## src/rtl/periodic_rate_gen.sv

```systemverilog
module periodic_rate_gen #(
  parameter int CNT_W  = 15,
  parameter int RATE_W = 4
) (
  input  logic              clk,
  input  logic              rst_n,
  input  logic              tb_en,
  input  logic [RATE_W-1:0] rate_sel,
  input  logic              pie,
  input  logic              flag_clr,
  output logic              tick,
  output logic              pflag,
  output logic              irq_req
);
  localparam int ALIAS_LIMIT = 3;
  localparam int ALIAS_ADD   = 7;

  logic [CNT_W-1:0]  cnt;
  logic [CNT_W-1:0]  cnt_nxt;
  logic [RATE_W-1:0] eff;
  logic [CNT_W-1:0]  mask;
  logic              running;
  logic              hit;

  assign eff = (rate_sel != '0 && rate_sel < RATE_W'(ALIAS_LIMIT))
             ? rate_sel + RATE_W'(ALIAS_ADD) : rate_sel;
  assign mask    = ~({CNT_W{1'b1}} << (eff - RATE_W'(1)));
  assign running = (eff != '0) && pie;
  assign cnt_nxt = cnt + CNT_W'(1);
  assign hit     = tb_en && running && ((cnt_nxt & mask) == '0);

  always_ff @(posedge clk) begin
    if (!rst_n) begin
      cnt     <= '0;
      tick    <= 1'b0;
      pflag   <= 1'b0;
      irq_req <= 1'b0;
    end else begin
      if (tb_en) cnt <= cnt_nxt;
      tick    <= hit;
      irq_req <= hit && pie;
      pflag   <= hit || (pflag && !flag_clr);
    end
  end
endmodule

```

## config.mk

```make
export PLATFORM = sky130hd
export DESIGN_NAME = periodic_rate_gen
export DESIGN_NICKNAME = d
export VERILOG_FILES = /design/src/rtl/periodic_rate_gen.sv
export SDC_FILE = /design/constraint.sdc
export NUM_CORES = 1
export LEC_CHECK = 0
export BUFFER_PORTS_ARGS = -buffer_cell sky130_fd_sc_hd__buf_4
export CORE_AREA = 2 2 52 54
export DETAILED_ROUTE_END_ITERATION = 10
export DIE_AREA = 0 0 54 56
export PLACE_DENSITY = 0.77
export SLEW_MARGIN = 20
export SYNTH_ARGS = -nofsm -noshare
export SYNTH_HDL_FRONTEND = slang
export SYNTH_SLANG_ARGS = --single-unit
```

## constraint.sdc

```tcl
create_clock -name clk -period 3.9 [get_ports clk]
set_input_delay 0.39 -clock clk [delete_from_list [all_inputs] [get_ports clk]]
set_output_delay 0.39 -clock clk [all_outputs]
set_load 0.02 [all_outputs]
```

# Yosys cells after proc, flatten, opt, wreduce, memory -nomap -nowiden
# Index checks and enable logic that the tools add are counted.
# totals
register_bits,18
in_bits,9
output_inout_bits,3
word_cells,23
# op_classes
addsub,3
magnitude_cmp,1
shifts,1
n_mux,1
bitwise_logic,2
n_reduce_logical,11
# ops
op,n
"adder 15 x 1 -> 15 bit, second input constant",1
bitwise AND 15 bit,1
zero test 15 bit,1
inverter 15 bit,1
"<< shifter 15 x 4 -> 15 bit, first input constant",1
nonzero test 4 bit,2
logical AND 1 bit,6
"adder 4 x 3 -> 4 bit, second input constant",1
"less-than comparator 4 x 2 -> 1 bit, second input constant",1
two-way mux 4 bit,1
"subtractor 4 x 1 -> 4 bit, second input constant",1
zero test 1 bit,1
logical OR 1 bit,1

# Logic depth before layout (Yosys ltp)
# Gate-level depths: netlist of run 1.
# depth
depth_word,10
ltp_mapped,15
depth_no_buf,15

# Worst setup path after synthesis of run 1
# No wires, ideal clock.
# synth_timing
path_kind,input -> register
from,in rate_sel[0]
to,reg pflag
setup_time_ns,0.068
t_arrival_ns,2.927
required_time_ns,3.832
slack_ns,0.905
path_stages,14
path_buffers,0
path_cell_list,inv_1 > ha_1 > nor2_1 > nand2_1 > a21oi_1 > ha_1 > inv_1 > ha_1 > o21ai_0 > nand4_1 > a311oi_1 > o21ai_0 > or4_4 > o21ai_2
# synth_via
elab_chain_len,10
elab_cells_between_ends,15
cone_classes,add/sub (2); order compare (1); shift (1); mux (1); bitwise (2); reduce/logical (8)
# synth_rtl
item,line,text
"start, declared",8,"input logic [RATE_W-1:0] rate_sel,"
less-than comparator 4 x 2 -> 1 bit or nonzero test 4 bit (tied branches),25,assign eff = (rate_sel != '0 && rate_sel < RATE_W'(ALIAS_LIMIT))
logical AND 1 bit,25,
two-way mux 4 bit *,26,? rate_sel + RATE_W'(ALIAS_ADD) : rate_sel;
subtractor 4 x 1 -> 4 bit,27,assign mask = ~({CNT_W{1'b1}} << (eff - RATE_W'(1)));
<< shifter 15 x 4 -> 15 bit,27,
inverter 15 bit,27,
bitwise AND 15 bit,30,assign hit = tb_en && running && ((cnt_nxt & mask) == '0);
zero test 15 bit,30,
logical AND 1 bit *,30,
logical OR 1 bit *,42,pflag <= hit || (pflag && !flag_clr);
"end signal, assigned",42,
"end, declared",12,"output logic pflag,"
# Mark *: on every way between the ends. The rest lies on a longest branch, timed or not.
# A chain may end at the register's enable or synchronous reset.

# Worst setup path in the final report of run 1
# Ends and elaborated chain as after synthesis.

==> metrics.log, run 1 <==
INFO  metric run_status = completed
INFO  metric cts_repair_resize_count = 0
INFO  metric crit_path_launch_type = input port
INFO  metric layout.nets = slightly below 200
INFO  metric drive_above_1_share = a little over an eighth
INFO  metric placement.cell_area = 1470 um2
INFO  metric cts.sinks = 18
INFO  metric final.setup_skew = 1.85 ps
INFO  metric track_usage = between 20% and 30%
INFO  metric synth-edff-count = 0
INFO  metric synth_register_bits = 18
INFO  metric path_common_cell = sky130_fd_sc_hd__ha_1
INFO  metric cpMaxStageDelayCell = sky130_fd_sc_hd__or4_4
INFO  metric residual_drc_count = 0
INFO  metric antenna_found_initial = 0
INFO  metric floorplan.rows = 18
INFO  metric die_height = 56 um
INFO  metric cts_max_level = 1
INFO  metric clockBufferDepth = 2
INFO  metric stdcell_area = 1500 um2
INFO  metric drt_first_pass_iters = 4
INFO  metric fp.coreArea = 2430 um2
INFO  metric initial_utilization = between 50 and 60%
INFO  metric routedWlPerCell = about 14 um
INFO  metric arrival = around 3400 ps
INFO  metric synth_cell_types = 42
INFO  metric routed_via_density = between 5 and 6
INFO  metric timing.hold.worst.class = in -> reg
INFO  metric detailed_placement_wirelength_estimate = approximately 2.2 mm
INFO  metric setup_repair_after_global_routing_missed_its_margin = false
INFO  metric port_buffers = 11
INFO  metric cell_internal_pwr = 0.253 mW
INFO  metric power-per-cell-area = 236 nW/um2
INFO  metric die_width = 54 um
INFO  metric tightestPinTransition = ~410 ps
INFO  metric finalSetupViolations = 0
INFO  metric grt_pass1_wl = around 5.3 mm
INFO  metric critPathBufInv = 3
INFO  metric ys.flop_type = sky130_fd_sc_hd__dfxtp_1
INFO  metric synth_top_area_cell = sky130_fd_sc_hd__dfxtp_1
INFO  metric asyncSetResetFlopFracSynth = 0%
INFO  metric critical_path_required = between 4000 and 5000 ps
INFO  metric most_common_cell_after_layout_fill_and_taps_aside = sky130_fd_sc_hd__dfxtp_1
INFO  metric final_cell_mix = 18 x sky130_fd_sc_hd__dfxtp_1, 16 x sky130_fd_sc_hd__nand2_1, 14 x sky130_fd_sc_hd__xor2_1
INFO  metric critPathMaxStageDelay = about 520 ps
INFO  metric route.vias.total = ~1,200
INFO  metric cts_setup_buffers = 0
INFO  metric worstSkewPairLatency = roughly 290 ps
INFO  metric clk_root_buffer_cell = sky130_fd_sc_hd__clkbuf_4
INFO  metric total_switching_power = approximately 0.1 mW
INFO  metric cts_tree = built
INFO  metric crit_path_cell_trace = buf_4 > inv_1 > ha_1 > nor2_1 > nand2_1 > a21oi_1 > ha_1 > inv_1 > ha_1 > o21ai_0 > nand4_1 > a311oi_1 > o21ai_0 > or4_4 > o21ai_2
INFO  metric place.gp.congestion = roughly 0.88
INFO  metric max_freq = 316 MHz
INFO  metric power.share.clock = about a quarter
INFO  metric power_frac_seq = 54.5%
INFO  metric power_switching_share = 28.3%
INFO  metric area_growth_syn_to_layout = 6.22%
INFO  metric synth.net_count = between 150 and 200
INFO  metric via_count_of_the_first_global_routing_pass = about 1,200
INFO  metric synth_warnings = 0
INFO  metric antenna_diode_count = 0
INFO  metric synthCells = between 150 and 200
INFO  metric most_area_consuming_cells_after_synthesis = sky130_fd_sc_hd__dfxtp_1 26%, sky130_fd_sc_hd__xor2_1 8.7%, sky130_fd_sc_hd__xnor2_1 7.5%
INFO  metric tns = 0 ps
INFO  metric yosys.area.top_type_share = between 20% and 30%
INFO  metric slew-limit-headroom = 72.6%
INFO  metric timing.setup.critical_path_class = in -> reg
INFO  metric cp_delay_by_family_top = simple AND/OR/NAND/NOR gates
INFO  metric drt_first_iter_violations = 31
INFO  metric cts-buffers-inserted = 3
INFO  metric holdBufCountCts = 0
INFO  metric detail_route.wirelength = about 2.9 mm
INFO  metric vdd.ir_drop.worst = 0.000197 V
INFO  metric syn_area = about 1400 um2
INFO  metric ant_nets = 0
INFO  metric p_leak = approximately 0.59 nW
INFO  metric grt_overflow = 0
INFO  metric worst_setup_hold_path_clk_slew = approximately 90 ps
INFO  metric floorplan.io_pins = 12
INFO  metric fin_crit = 3170 ps
INFO  metric slew_viol_final = 0
INFO  metric cap_viol_max_count = 0
INFO  metric die_area = 3020 um2
INFO  metric postSynthAreaPerCell = ~8.3 um2
INFO  metric finalHoldViolations = 0
INFO  metric combinationalPowerShare = between 20% and 30%
INFO  metric final.fill_count = approximately 230
INFO  metric max_fo_critical_path = 8
INFO  metric post-route-period-util = between 80% and 90%
INFO  metric maximum_number_of_pins_on_one_net_before_global_route_repair = 18
INFO  metric ys_seq_area_share = 25.6%
INFO  metric crit_path_end_kind = flop
## final timing paths
kind	start	to	slack (ps)	depth (start not counted)
max	rate_sel[0]	pflag	730	15
min	flag_clr	pflag	370	3
max reg2reg	cnt[0]	pflag	1620	7
min reg2reg	pflag	pflag	500	2
## synthesized netlist by cell type (2+ instances only)
cell                        n
sky130_fd_sc_hd__buf_4      4
sky130_fd_sc_hd__nand2_1   16
sky130_fd_sc_hd__nand2b_1   3
sky130_fd_sc_hd__dfxtp_1   18
sky130_fd_sc_hd__a31oi_1    2
sky130_fd_sc_hd__and2_1    12
sky130_fd_sc_hd__ha_1       8
sky130_fd_sc_hd__nand3_1    7
sky130_fd_sc_hd__xor2_1    14
sky130_fd_sc_hd__inv_1      6
sky130_fd_sc_hd__a21oi_1    5
sky130_fd_sc_hd__nor2_1    12
sky130_fd_sc_hd__clkbuf_1   4
sky130_fd_sc_hd__nor2b_1    4
sky130_fd_sc_hd__buf_2      2
sky130_fd_sc_hd__nand4_1    8
sky130_fd_sc_hd__nand3b_1   2
sky130_fd_sc_hd__nor3_1     2
sky130_fd_sc_hd__xnor2_1   12
sky130_fd_sc_hd__o21ai_0    4
sky130_fd_sc_hd__and4_1     2
sky130_fd_sc_hd__nor4_1     3
## sequential cells by signal, indices dropped and copies added, names as in the netlist
register and flops:
pflag 1, irq_req 1, tick 1, cnt 15
## routing by layer
metal / track usage (%) / vias up / share of wire (%)
met5: 0 / - / 0
met2: 35.4 / 29 / 49
met4: 12.9 / 0 / 2.5
li1: - / 599 / -
met1: 29.9 / 579 / 46
met3: 2.96 / 6 / 2.6
## power by group through the flow
stage | registers, mW | clock network (mW) | logic (mW)
after CTS | 0.193 | 0.0930 | 0.0694
final | 0.193 | 0.0902 | 0.0705
after global routing | 0.193 | 0.106 | 0.0778
after global placement | 0.196 | 0 | 0.0666
after detailed placement | 0.197 | 0 | 0.0692
after floorplan | 0.196 | 0 | 0.0480
## layout make-up
| type | instances | area (um2) | area share, % |
|---|---|---|---|
| Timing Repair Buffer | 11 | 82.6 | 5.52 |
| Multi-Input combinational cell | 136 | 970 | 64.9 |
| Clock buffer | 3 | 22.5 | 1.51 |
| Inverter | 6 | 22.5 | 1.51 |
| Tap cell | 30 | 37.5 | 2.51 |
| Sequential cell | 18 | 360 | 24.1 |
## cell families after synthesis
| family | after synthesis | share of synthesized area (%) |
|---|---|---|
| compound gates | 23 | 13.4 |
| xor+xnor | 26 | 16.2 |
| fa+ha+maj | 8 | 7.11 |
| buf+inv | 16 | 5.51 |
| flops | 18 | 25.6 |
| mux | 2 | 1.78 |
| simple gates | 77 | 30.4 |
## through the flow
| step | power, mW | util [%] | hold WS (ps) | setup slack (ps) | cells |
|---|---|---|---|---|---|
| 4_1_cts | 0.355 | 61.5 | 360 | 768 | 204 |
| 3_5_place_dp | 0.266 | 60.5 | 492 | 477 | 201 |
| 3_3_place_gp | 0.263 | 60.5 | 478 | 657 | 201 |
| 6_report | 0.353 | 61.5 | 368 | 731 | 204 |
| 2_1_floorplan | 0.244 | - | 512 | 905 | 170 |
| 5_1_grt | 0.377 | 61.5 | 364 | 477 | 204 |
## worst min-delay path, delay by kind of cell
kind | cells | cell delay (ps)
and+or+nand+nor | 1 | 100
buffers and inverters | 1 | 70
AOI/OAI and AO/OA | 1 | 50
(Power assumes the default switching activity.)
==> run 2, diff against run 1 <==
--- a/config.mk
+++ b/config.mk
@@ -5,11 +5,12 @@
 export SDC_FILE = /design/constraint.sdc
 export NUM_CORES = 1
 export LEC_CHECK = 0
+export ABC_AREA = 1
 export BUFFER_PORTS_ARGS = -buffer_cell sky130_fd_sc_hd__buf_4
-export CORE_AREA = 2 2 52 54
+export CORE_AREA = 2 2 55 57
 export DETAILED_ROUTE_END_ITERATION = 10
-export DIE_AREA = 0 0 54 56
-export PLACE_DENSITY = 0.77
+export DIE_AREA = 0 0 57 59
+export PLACE_DENSITY = 0.73
 export SLEW_MARGIN = 20
 export SYNTH_ARGS = -nofsm -noshare
 export SYNTH_HDL_FRONTEND = slang
==> constraint.sdc (replaced) <==
create_clock -name clk -period 2.8 [get_ports clk]
set_input_delay 0.28 -clock clk [delete_from_list [all_inputs] [get_ports clk]]
set_output_delay 0.28 -clock clk [all_outputs]
set_load 0.02 [all_outputs]
==> metrics.log, run 2 <==
INFO  metric floorplan.rows = 19 (+1)
INFO  metric post-route-period-util = 78.4%
INFO  metric most_common_cell_after_layout_fill_and_taps_aside = sky130_fd_sc_hd__nand2_1
INFO  metric finalSetupViolations = 0 (unchanged)
INFO  metric timing.hold.worst.class = in -> reg
INFO  metric crit_path_start = rate_sel[0]
INFO  metric tns = 0 ps (unchanged)
INFO  metric cts_tree = built
INFO  metric final.fill_count = 290 (+24%)
INFO  metric cts-buffers-inserted = 3 (unchanged)
INFO  metric multiInputGateArea = 878 um2 (-9.4%)
INFO  metric cts_setup_buffers = 0 (unchanged)
INFO  metric fp.coreArea = 2710 um2 (+11%)
INFO  metric antenna_found_initial = 0 (unchanged)
INFO  metric max_fo_critical_path = 6 (-2)
INFO  metric critPathBufInv = 5 (+2)
INFO  metric die_width = 57 um (+5.6%)
INFO  metric area_growth_syn_to_layout = 9.11%
INFO  metric vdd.ir_drop.worst = 0.000330 V (+68%)
INFO  metric r2r_setup_slack = 1070 ps (-550 ps)
INFO  metric max_freq = about 460 MHz
INFO  metric synth_top_area_cell = sky130_fd_sc_hd__dfxtp_1
INFO  metric register_area = 360 um2 (unchanged)
INFO  metric most_area_consuming_cells_after_synthesis = sky130_fd_sc_hd__dfxtp_1 25%, sky130_fd_sc_hd__nand2_1 16%, sky130_fd_sc_hd__inv_1 11%
INFO  metric maximum_number_of_pins_on_one_net_before_global_route_repair = 21 (+3)
INFO  metric worst_hold_path.endpoint = pflag
INFO  metric synth_register_bits = 18 (unchanged)
INFO  metric drt_first_iter_violations = 100 (+220%)
INFO  metric fin_crit = around 2200 ps
INFO  metric asyncSetResetFlopFracSynth = 0% (unchanged)
INFO  metric hold_start = flag_clr
INFO  metric synthCells = 228 (+34%)
INFO  metric final_cells = 269 (+32%)
INFO  metric via_count_of_the_first_global_routing_pass = 1,155 (-2.3%)
INFO  metric largest_reg_flops = 15 (unchanged)
INFO  metric tightestPinTransition = 538 ps (+128 ps)
INFO  metric worst_hold_path.num_cells = 3 (unchanged)
INFO  metric crit_path_end_kind = flop
INFO  metric finalHoldViolations = 0 (unchanged)
INFO  metric critical_path_required = 3040 ps (-1090 ps)
INFO  metric clk_root_buffer_cell = sky130_fd_sc_hd__clkbuf_4
INFO  metric routed_via_density = 5.03 (-15%)
INFO  metric clockBufferDepth = 2 (unchanged)
INFO  metric most_used_standard_cell_by_instance_count_after_synthesis = sky130_fd_sc_hd__nand2_1
INFO  metric cts_max_level = 1 (unchanged)
INFO  metric final_cell_mix = 59 x sky130_fd_sc_hd__nand2_1, 42 x sky130_fd_sc_hd__inv_1, 24 x sky130_fd_sc_hd__nor2_1
INFO  metric timing.rr.end = pflag
INFO  metric initial_utilization = 52.2% (-5.7 points)
INFO  metric ys_seq_area_share = 25.5% (-0.14 points)
INFO  metric cp_delay_by_family_top = simple AND/OR/NAND/NOR gates
INFO  metric startpoint_of_the_lowest_slack_register_to_register_path = cnt[0]
INFO  metric crit_path_launch_type = input port
INFO  metric cap_viol_max_count = 0 (unchanged)
INFO  metric die_area = 3360 um2 (+11%)
INFO  metric synth-edff-count = 0 (unchanged)
INFO  metric slew-limit-headroom = 64.1% (-8.5 points)
INFO  metric ant_nets = 0 (unchanged)
INFO  metric synthTopCellsByCount = 59 x sky130_fd_sc_hd__nand2_1, 42 x sky130_fd_sc_hd__inv_1, 24 x sky130_fd_sc_hd__nor2_1, 18 x sky130_fd_sc_hd__dfxtp_1, 17 x sky130_fd_sc_hd__nand3_1
INFO  metric layout.nets = 257 (+33%)
INFO  metric drive_above_1_share = 11.8% (-1.5 points)
INFO  metric cts_repair_resize_count = 0 (unchanged)
INFO  metric syn_area = 1420 um2 (+0.53%)
INFO  metric dp.cells = 266 (+32%)
INFO  metric yosys.area.top_type_share = 25.5% (-0.14 points)
INFO  metric drt_first_pass_iters = 4 (unchanged)
INFO  metric rr_worst_depth = 12 (+5)
INFO  metric antenna_diode_count = 0 (unchanged)
INFO  metric worst_setup_hold_path_clk_slew = 90 ps (about the same)
INFO  metric grt_pass1_wl = 4.92 mm (-6.6%)
INFO  metric floorplan.io_pins = 12 (unchanged)
INFO  metric cts.sinks = 18 (unchanged)
INFO  metric grt_overflow = 0 (unchanged)
INFO  metric residual_drc_count = 0 (unchanged)
INFO  metric final.setup_skew = 6.24 ps (+4.39 ps)
INFO  metric ys.flop_type = sky130_fd_sc_hd__dfxtp_1
INFO  metric setup_repair_after_global_routing_missed_its_margin = false
INFO  metric place.gp.congestion = 0.894 (+1.1%)
INFO  metric die_height = 59 um (+5.4%)
INFO  metric route.vias.total = 1,353 (+12%)
INFO  metric holdBufCountCts = 0 (unchanged)
INFO  metric crit_path_cell_trace = buf_4 > inv_1 > ha_1 > nor2_2 > nand2_1 > nand2_1 > nand2_2 > ha_1 > inv_1 > ha_1 > inv_1 > nor2_1 > inv_1 > nand3_1 > nand2_1 > nand2_1 > nor2_1 > nand3_2 > nand2_1
INFO  metric routedWlPerCell = 10.6 um (-26%)
INFO  metric run_status = completed
INFO  metric top_register = cnt
INFO  metric critPathMaxStageDelay = 270 ps (-250 ps)
INFO  metric track_usage = 18.8% (-4.1 points)
INFO  metric postSynthAreaPerCell = 6.21 um2 (-25%)
INFO  metric detail_route.wirelength = 2.86 mm (-2.5%)
INFO  metric synth_warnings = 0 (unchanged)
INFO  metric cpMaxStageDelayCell = sky130_fd_sc_hd__ha_1
INFO  metric p_leak = 0.825 nW (+39%)
INFO  metric path_common_cell = sky130_fd_sc_hd__nand2_1
INFO  metric synth.net_count = 245 (+31%)
INFO  metric worstSkewPairLatency = 290 ps (about the same)
INFO  metric port_buffers = 11 (unchanged)
INFO  metric power-per-cell-area = 363 nW/um2 (+54%)
INFO  metric timing.setup.critical_path_class = in -> reg
INFO  metric detailed_placement_wirelength_estimate = 2.29 mm (+3.8%)
INFO  metric arrival = 2440 ps (-960 ps)
INFO  metric synth_cell_types = 24 (-43%)
INFO  metric slew_viol_final = 0 (unchanged)
-- run 2: changes by cell type after synthesis, moves of 4 or more --
cell and change:
sky130_fd_sc_hd__and2_1 -12, sky130_fd_sc_hd__nand3_1 +10, sky130_fd_sc_hd__buf_4 -4, sky130_fd_sc_hd__o21ai_0 +8
sky130_fd_sc_hd__nand3_2 +5, sky130_fd_sc_hd__xnor2_1 -11, sky130_fd_sc_hd__nor2_1 +12, sky130_fd_sc_hd__inv_1 +36
sky130_fd_sc_hd__nor2b_1 -4, sky130_fd_sc_hd__xor2_1 -8, sky130_fd_sc_hd__nand2_1 +43
-- run 2: final cells by class --
cell class | instances | share of cell area, %
repair buffers | 11 | 5.35
multi-input cells | 163 | 56.9
inverters | 43 | 10.5
flip-flops and latches | 18 | 23.3
well taps | 31 | 2.51
clock buffers | 3 | 1.46
-- run 2: per-stage QoR --
step                utilization [%]  worst slack (ps)  hold WS [ps]  total power [mW]  area (um2)
global placement               56.1               328           469             0.436        1520
finish                         57.0               605           245             0.560        1540
detailed placement             56.1               297           469             0.438        1520
CTS                            57.0               611           235             0.564        1540
floorplan                         -               593           452             0.401        1420
global route                   57.0               344           251             0.597        1540
-- run 2: how the worst max path moves through the flow --
stage	slack [ps]	end	depth (start not counted)
2_1_floorplan	590	pflag	17
3_3_place_gp	330	pflag	18
3_5_place_dp	300	pflag	18
4_1_cts	610	pflag	18
5_1_grt	340	irq_req	19
6_report	600	pflag	19
-- run 2: power breakdown --
group	leakage [nW]	internal [mW]	switching (mW)
combinational	0.663	0.0562	0.0899
sequential	0.148	0.271	0.0150
clock	0.0138	0.0501	0.0778
total	0.825	0.378	0.183
-- run 2: worst reg2reg max path: cells and delay by family (launching register included) --
| kind | cells | cell delay [ps] |
|---|---|---|
| flip-flops | 1 | 360 |
| adder cells (fa/ha/maj) | 1 | 210 |
| AO/OA/AOI/OAI | 1 | 150 |
| AND/OR/NAND/NOR | 10 | 910 |
-- run 2: cell families after synthesis --
kind of cell	Yosys count	share of synthesized area [%]
AOI/OAI and AO/OA	26	9.99
DFF	18	25.5
xor gates and xnor gates	7	4.33
buffers and inverters	47	12.5
and+or+nand+nor	122	40.7
adders and majority gates	8	7.07
-- run 2: per-layer routing --
layer  vias to the layer above  wire, um  track usage [%]
li1                        739         -                -
met2                        25      1290             31.5
met4                         0        30             4.98
met3                         5       105             3.93
met5                         -         0                0
met1                       584      1430             24.7
